==> config.mk <==
export PLATFORM = sky130hd
export DESIGN_NAME = cal_prescaler
export DESIGN_NICKNAME = d
export VERILOG_FILES = /design/src/rtl/cal_prescaler_pkg.sv /design/src/rtl/cal_prescaler_dp.sv /design/src/rtl/cal_prescaler_ctl.sv /design/src/rtl/cal_prescaler.sv
export SDC_FILE = /design/constraint.sdc
export NUM_CORES = 1
export LEC_CHECK = 0
export BUFFER_PORTS_ARGS = -buffer_cell sky130_fd_sc_hd__buf_4
export CAP_MARGIN = 40
export CORE_UTILIZATION = 38
export DETAILED_ROUTE_END_ITERATION = 10
export MAX_ROUTING_LAYER = met4
export PLACE_DENSITY_LB_ADDON = 0.08
export SKIP_CTS_REPAIR_TIMING = 1
export SYNTH_ARGS = -nofsm -noshare
export SYNTH_HDL_FRONTEND = slang
export SYNTH_SLANG_ARGS = --single-unit
==> constraint.sdc <==
create_clock -name clk -period 6.6 [get_ports clk]
set_input_delay 0.33 -clock clk [delete_from_list [all_inputs] [get_ports clk]]
set_output_delay 0.33 -clock clk [all_outputs]
set_load 0.01 [all_outputs]
==> src/rtl/cal_prescaler_pkg.sv <==
package cal_prescaler_pkg;
  localparam int CAL_MAG_W = 5;
  localparam int CAL_CFG_W = CAL_MAG_W + 1;

  typedef struct packed {
    logic run;
    logic stretch;
    logic shorten;
  } presc_ctl_t;
endpackage

==> src/rtl/cal_prescaler_dp.sv <==
module cal_prescaler_dp
  import cal_prescaler_pkg::*;
#(
  parameter int CYC_PER_SEC = 32768,
  parameter int NEG_TRIM    = 128,
  parameter int POS_TRIM    = 256,
  parameter int FT_DIV      = 64,
  localparam int CNT_W      = $clog2(CYC_PER_SEC + NEG_TRIM)
) (
  input  logic             clk,
  input  logic             rstN,
  input  logic             oscTick,
  input  logic             testEn,
  input  presc_ctl_t       ctl,
  output logic             secDone,
  output logic             cntZero,
  output logic             freqTest,
  output logic [CNT_W-1:0] cycCnt
);
  localparam int FT_BIT = $clog2(FT_DIV) - 1;
  localparam logic [CNT_W-1:0] LAST_NOM   = CNT_W'(CYC_PER_SEC - 1);
  localparam logic [CNT_W-1:0] LAST_LONG  = CNT_W'(CYC_PER_SEC + NEG_TRIM - 1);
  localparam logic [CNT_W-1:0] LAST_SHORT = CNT_W'(CYC_PER_SEC - POS_TRIM - 1);

  logic [CNT_W-1:0] lastIdx;
  logic             advance;

  always_comb begin
    if (ctl.shorten)      lastIdx = LAST_SHORT;
    else if (ctl.stretch) lastIdx = LAST_LONG;
    else                  lastIdx = LAST_NOM;
  end

  assign advance  = oscTick && ctl.run;
  assign secDone  = advance && (cycCnt == lastIdx);
  assign cntZero  = (cycCnt == '0);
  assign freqTest = testEn && ctl.run && cycCnt[FT_BIT];

  always_ff @(posedge clk) begin
    if (!rstN)        cycCnt <= '0;
    else if (secDone) cycCnt <= '0;
    else if (advance) cycCnt <= cycCnt + 1'b1;
  end
endmodule

==> src/rtl/cal_prescaler_ctl.sv <==
module cal_prescaler_ctl
  import cal_prescaler_pkg::*;
#(
  parameter int SEC_PER_MIN   = 60,
  parameter int MIN_PER_CYCLE = 64,
  localparam int SEC_W        = $clog2(SEC_PER_MIN),
  localparam int MIN_W        = $clog2(MIN_PER_CYCLE)
) (
  input  logic                 clk,
  input  logic                 rstN,
  input  logic                 stopBit,
  input  logic [CAL_CFG_W-1:0] calCfg,
  input  logic                 secDone,
  input  logic                 cntZero,
  output presc_ctl_t           ctl,
  output logic                 minDone
);
  localparam logic [SEC_W-1:0] SEC_LAST = SEC_W'(SEC_PER_MIN - 1);
  localparam logic [MIN_W-1:0] MIN_LAST = MIN_W'(MIN_PER_CYCLE - 1);

  logic [SEC_W-1:0]     secCnt;
  logic [MIN_W-1:0]     minCnt;
  logic [CAL_MAG_W-1:0] magLat;
  logic                 signLat;
  logic                 eligible;
  logic                 firstSec;

  assign firstSec = (secCnt == '0);
  assign eligible = ({1'b0, minCnt} < {magLat, 1'b0}) && firstSec;

  assign ctl.run     = !stopBit;
  assign ctl.stretch = eligible && !signLat;
  assign ctl.shorten = eligible && signLat;
  assign minDone     = secDone && (secCnt == SEC_LAST);

  always_ff @(posedge clk) begin
    if (!rstN) begin
      magLat  <= '0;
      signLat <= 1'b0;
    end else if (!stopBit && cntZero && firstSec) begin
      magLat  <= calCfg[CAL_MAG_W-1:0];
      signLat <= calCfg[CAL_MAG_W];
    end
  end

  always_ff @(posedge clk) begin
    if (!rstN) begin
      secCnt <= '0;
      minCnt <= '0;
    end else if (secDone) begin
      if (minDone) begin
        secCnt <= '0;
        minCnt <= (minCnt == MIN_LAST) ? '0 : minCnt + 1'b1;
      end else begin
        secCnt <= secCnt + 1'b1;
      end
    end
  end
endmodule

==> src/rtl/cal_prescaler.sv <==
module cal_prescaler
  import cal_prescaler_pkg::*;
#(
  parameter int CYC_PER_SEC = 32768,
  parameter int SEC_PER_MIN = 60,
  parameter int NEG_TRIM    = 128,
  parameter int POS_TRIM    = 256,
  parameter int FT_DIV      = 64
) (
  input  logic       clk,
  input  logic       rstN,
  input  logic       oscTick,
  input  logic       stopBit,
  input  logic       testEn,
  input  logic [5:0] calCfg,
  output logic       secTick,
  output logic       minTick,
  output logic       freqTest
);
  localparam int CNT_W = $clog2(CYC_PER_SEC + NEG_TRIM);

  presc_ctl_t       ctl;
  logic             secDone;
  logic             cntZero;
  logic [CNT_W-1:0] cycCnt;

  cal_prescaler_ctl #(
    .SEC_PER_MIN  (SEC_PER_MIN),
    .MIN_PER_CYCLE(64)
  ) u_ctl (
    .clk    (clk),
    .rstN   (rstN),
    .stopBit(stopBit),
    .calCfg (calCfg),
    .secDone(secDone),
    .cntZero(cntZero),
    .ctl    (ctl),
    .minDone(minTick)
  );

  cal_prescaler_dp #(
    .CYC_PER_SEC(CYC_PER_SEC),
    .NEG_TRIM   (NEG_TRIM),
    .POS_TRIM   (POS_TRIM),
    .FT_DIV     (FT_DIV)
  ) u_dp (
    .clk     (clk),
    .rstN    (rstN),
    .oscTick (oscTick),
    .testEn  (testEn),
    .ctl     (ctl),
    .secDone (secDone),
    .cntZero (cntZero),
    .freqTest(freqTest),
    .cycCnt  (cycCnt)
  );

  assign secTick = secDone;
endmodule

==> impl_metrics.toml <==
[pwr]
p_clk_share_pct = 38.3
seqPwrFrac_pct = 51.5
ir_worst_vdd_uv = 83.6
power.switching_uw = 99.3
internal-power_uw = 310
power.density_mw_per_mm2 = 190
p_sw_share_pct = 24.3
leakagePower_nw = 0.822
pwr-share-comb_pct = 10.2

[timing]
fin_crit_sh_pct = 42.7
relSlewSlack_pct = 57.6
fmaxAchievable_mhz = 355
final-hold-violation-count = 0
rsz0062_at_grt = "no"
period_minus_slack_ps = 2820
fin_ws_ps = 3780
finalSetupTns_ps = 0
finClkSkew_ps = 5.59
drv_slew = 0
tightestPinTransition_ps = 633
final-setup-viol-count = 0

[floorplanning]
start_util_pct = 39.9
core_mm2 = 0.00475
rows = 25
dieArea_mm2 = 0.00529
dieHeight_um = 72.7
dieWidth_um = 72.7
ios = 14

[setup_path]
path_cells = "inv_1 -> ha_1 -> a21oi_1 -> nand3_2 -> a311oi_1 -> mux2_2 -> or4_4 -> o41ai_1"
critPathKind = "reg -> reg"
cp.required_ps = 6780
endpoint_kind = "register"
worstSetupStartpointType = "register"
slowest_stage = "or4_4"
cpPeakStageDelay_ps = 590
critPathArrivalTime_ps = 3000
path_max_fanout = 19

[grt]
grt_max_degree = 20
antenna_found_initial = 0
first_global_vias = 1417
grt_pass1_wl_mm = 6.53
grt-ovfl-total = 0
track_usage_pct = 16.8

[synthesis]
postSynthCellCount = 224
synth_warnings = 0
ys_ff_latch = 34
synth_fp_nets = 244
synth_edf_count = 0
ys_types = 51
synthesis.area_mm2 = 0.00190
async_flop_share_pct = 0
ys.flop_type = "dfxtp_1"
ys_seq_area_share_pct = 35.8
avgSynthCellArea_um2 = 8.48

[routing]
drt_iter0_drc = 95
wl_mm = 3.77
firstDrtPassIters = 4
wl_per_cell_um = 12.3
post_drt_via_cell_ratio = 5.08
drtAntennaViolNets = 0
via_count = 1559
drcViolationCount = 0

[clocking]
cts.path.max_buffers = 2
clk_pin_slew_worst_paths_ps = 70
ctsRootBufferMaster = "clkbuf_8"
cts_buffers = 5
ctsHtreeMaxLevel = 2
clock_latency_ps = 280
cts_tree = "built"
cts_sinks = 34

[final_layout]
layout.nets = 259
final_cell_area_mm2 = 0.00215
fill_cells = 508
drive_above_1_share_pct = 14.2
final_common_cell = "dfxtp_1"
syn_to_final_growth_pct = 13.4
final_core_util_pct = 45.3
antenna_cells = 0
mostFrequentLayoutCells = "dfxtp_1, nor2_1, nand2_1"

[place]
placed_area_mm2 = 0.00206
gp_congestion = 0.811
dp_hpwl_mm = 2.76
portBuffers = 13
dp_slack_ps = 3790

[run]
maxCapViolCount = 0

[run_status]
status = "complete, no violations"

[worst_hold_path]
hold_class = "in -> reg"
[through the flow]
stage,hold WS (ps),cells,power (mW)
2_1_floorplan,452,224,0.246
3_3_place_gp,478,299,0.258
3_5_place_dp,486,299,0.258
4_1_cts,282,307,0.417
5_1_grt,294,307,0.431
6_report,290,307,0.409
[per-layer routing]
layer,up-vias,wire length [µm],GRT usage [%]
met3,2,83,3.73
li1,829,-,-
met4,0,31,7.19
met1,711,2070,22.7
met2,17,1590,24.0
met5,-,0,-
[registers in the layout (all words and copies together), names as in the netlist]
name	flops
u_dp.cycCnt	16
u_ctl.secCnt	6
u_ctl.minCnt	6
u_ctl.signLat	1
u_ctl.magLat	5
[power groups by stage]
stage / clock network (mW) / logic (mW) / registers [mW]
after detailed placement: 0 / 0.0422 / 0.216
after floorplan: 0 / 0.0311 / 0.215
after CTS: 0.164 / 0.0426 / 0.211
final: 0.157 / 0.0418 / 0.211
after global placement: 0 / 0.0428 / 0.216
after global routing: 0.173 / 0.0469 / 0.211
[cell families (layout without fill, tap and decap cells)]
| logic type | Yosys count | after routing | share of synthesized area, % |
|---|---|---|---|
| AO/OA/AOI/OAI | 33 | 33 | 12.7 |
| XOR/XNOR | 15 | 15 | 6.92 |
| adder cells (fa/ha/maj) | 9 | 9 | 5.93 |
| buffers and inverters | 19 | 35 | 3.89 |
| flip-flops | 34 | 34 | 35.8 |
| multiplexers | 10 | 10 | 5.34 |
| AND/OR/NAND/NOR | 104 | 104 | 29.4 |
[area by class of cell]
cell class / instances / area, µm² / area share, %
Clock buffer: 7 / 86.3 / 4.01
Clock inverter: 1 / 5.00 / 0.232
Inverter: 13 / 48.8 / 2.26
Multi-Input combinational cell: 171 / 1140 / 53.1
Sequential cell: 34 / 681 / 31.6
Tap cell: 67 / 83.8 / 3.89
Timing Repair Buffer: 14 / 105 / 4.88
[final timing paths]
kind                                       from         endpoint  slack, ps  depth (start not counted)
worst max-delay path            u_ctl.magLat[4]  u_ctl.minCnt[5]       3780                          8
worst min-delay path                  calCfg[5]    u_ctl.signLat        290                          3
worst max register to register  u_ctl.magLat[4]  u_ctl.minCnt[5]       3780                          8
worst min register to register  u_ctl.secCnt[1]  u_ctl.secCnt[1]        500                          2
[synth_stat cells (2+ instances only)]
master | instances | area [µm²]
a21oi_1 | 10 | 50.1
and3_1 | 4 | 25.0
buf_2 | 2 | 10.0
clkbuf_1 | 4 | 15.0
dfxtp_1 | 34 | 681
ha_1 | 9 | 113
inv_1 | 13 | 48.8
mux2i_1 | 9 | 90.1
nand2_1 | 19 | 71.3
nand2b_1 | 2 | 12.5
nand3_1 | 11 | 55.1
nand4_1 | 5 | 31.3
nand4b_1 | 2 | 17.5
nor2_1 | 31 | 116
nor2b_1 | 3 | 18.8
nor3_1 | 6 | 30.0
nor3b_1 | 2 | 15.0
nor4_1 | 2 | 12.5
o211ai_1 | 2 | 15.0
o21ai_0 | 6 | 30.0
o31ai_1 | 2 | 15.0
or4_1 | 4 | 30.0
xnor2_1 | 5 | 43.8
xor2_1 | 10 | 87.6
[critical path, delay by kind of cell, from the launching register on]
kind                     cells  cell delay [ps]
AND/OR/NAND/NOR              2              730
flip-flops                   1              330
AO/OA/AOI/OAI                3              770
multiplexers                 1              500
buffers and inverters        1               40
adder cells (fa/ha/maj)      1              350
Power figures use the tool's default switching activity.
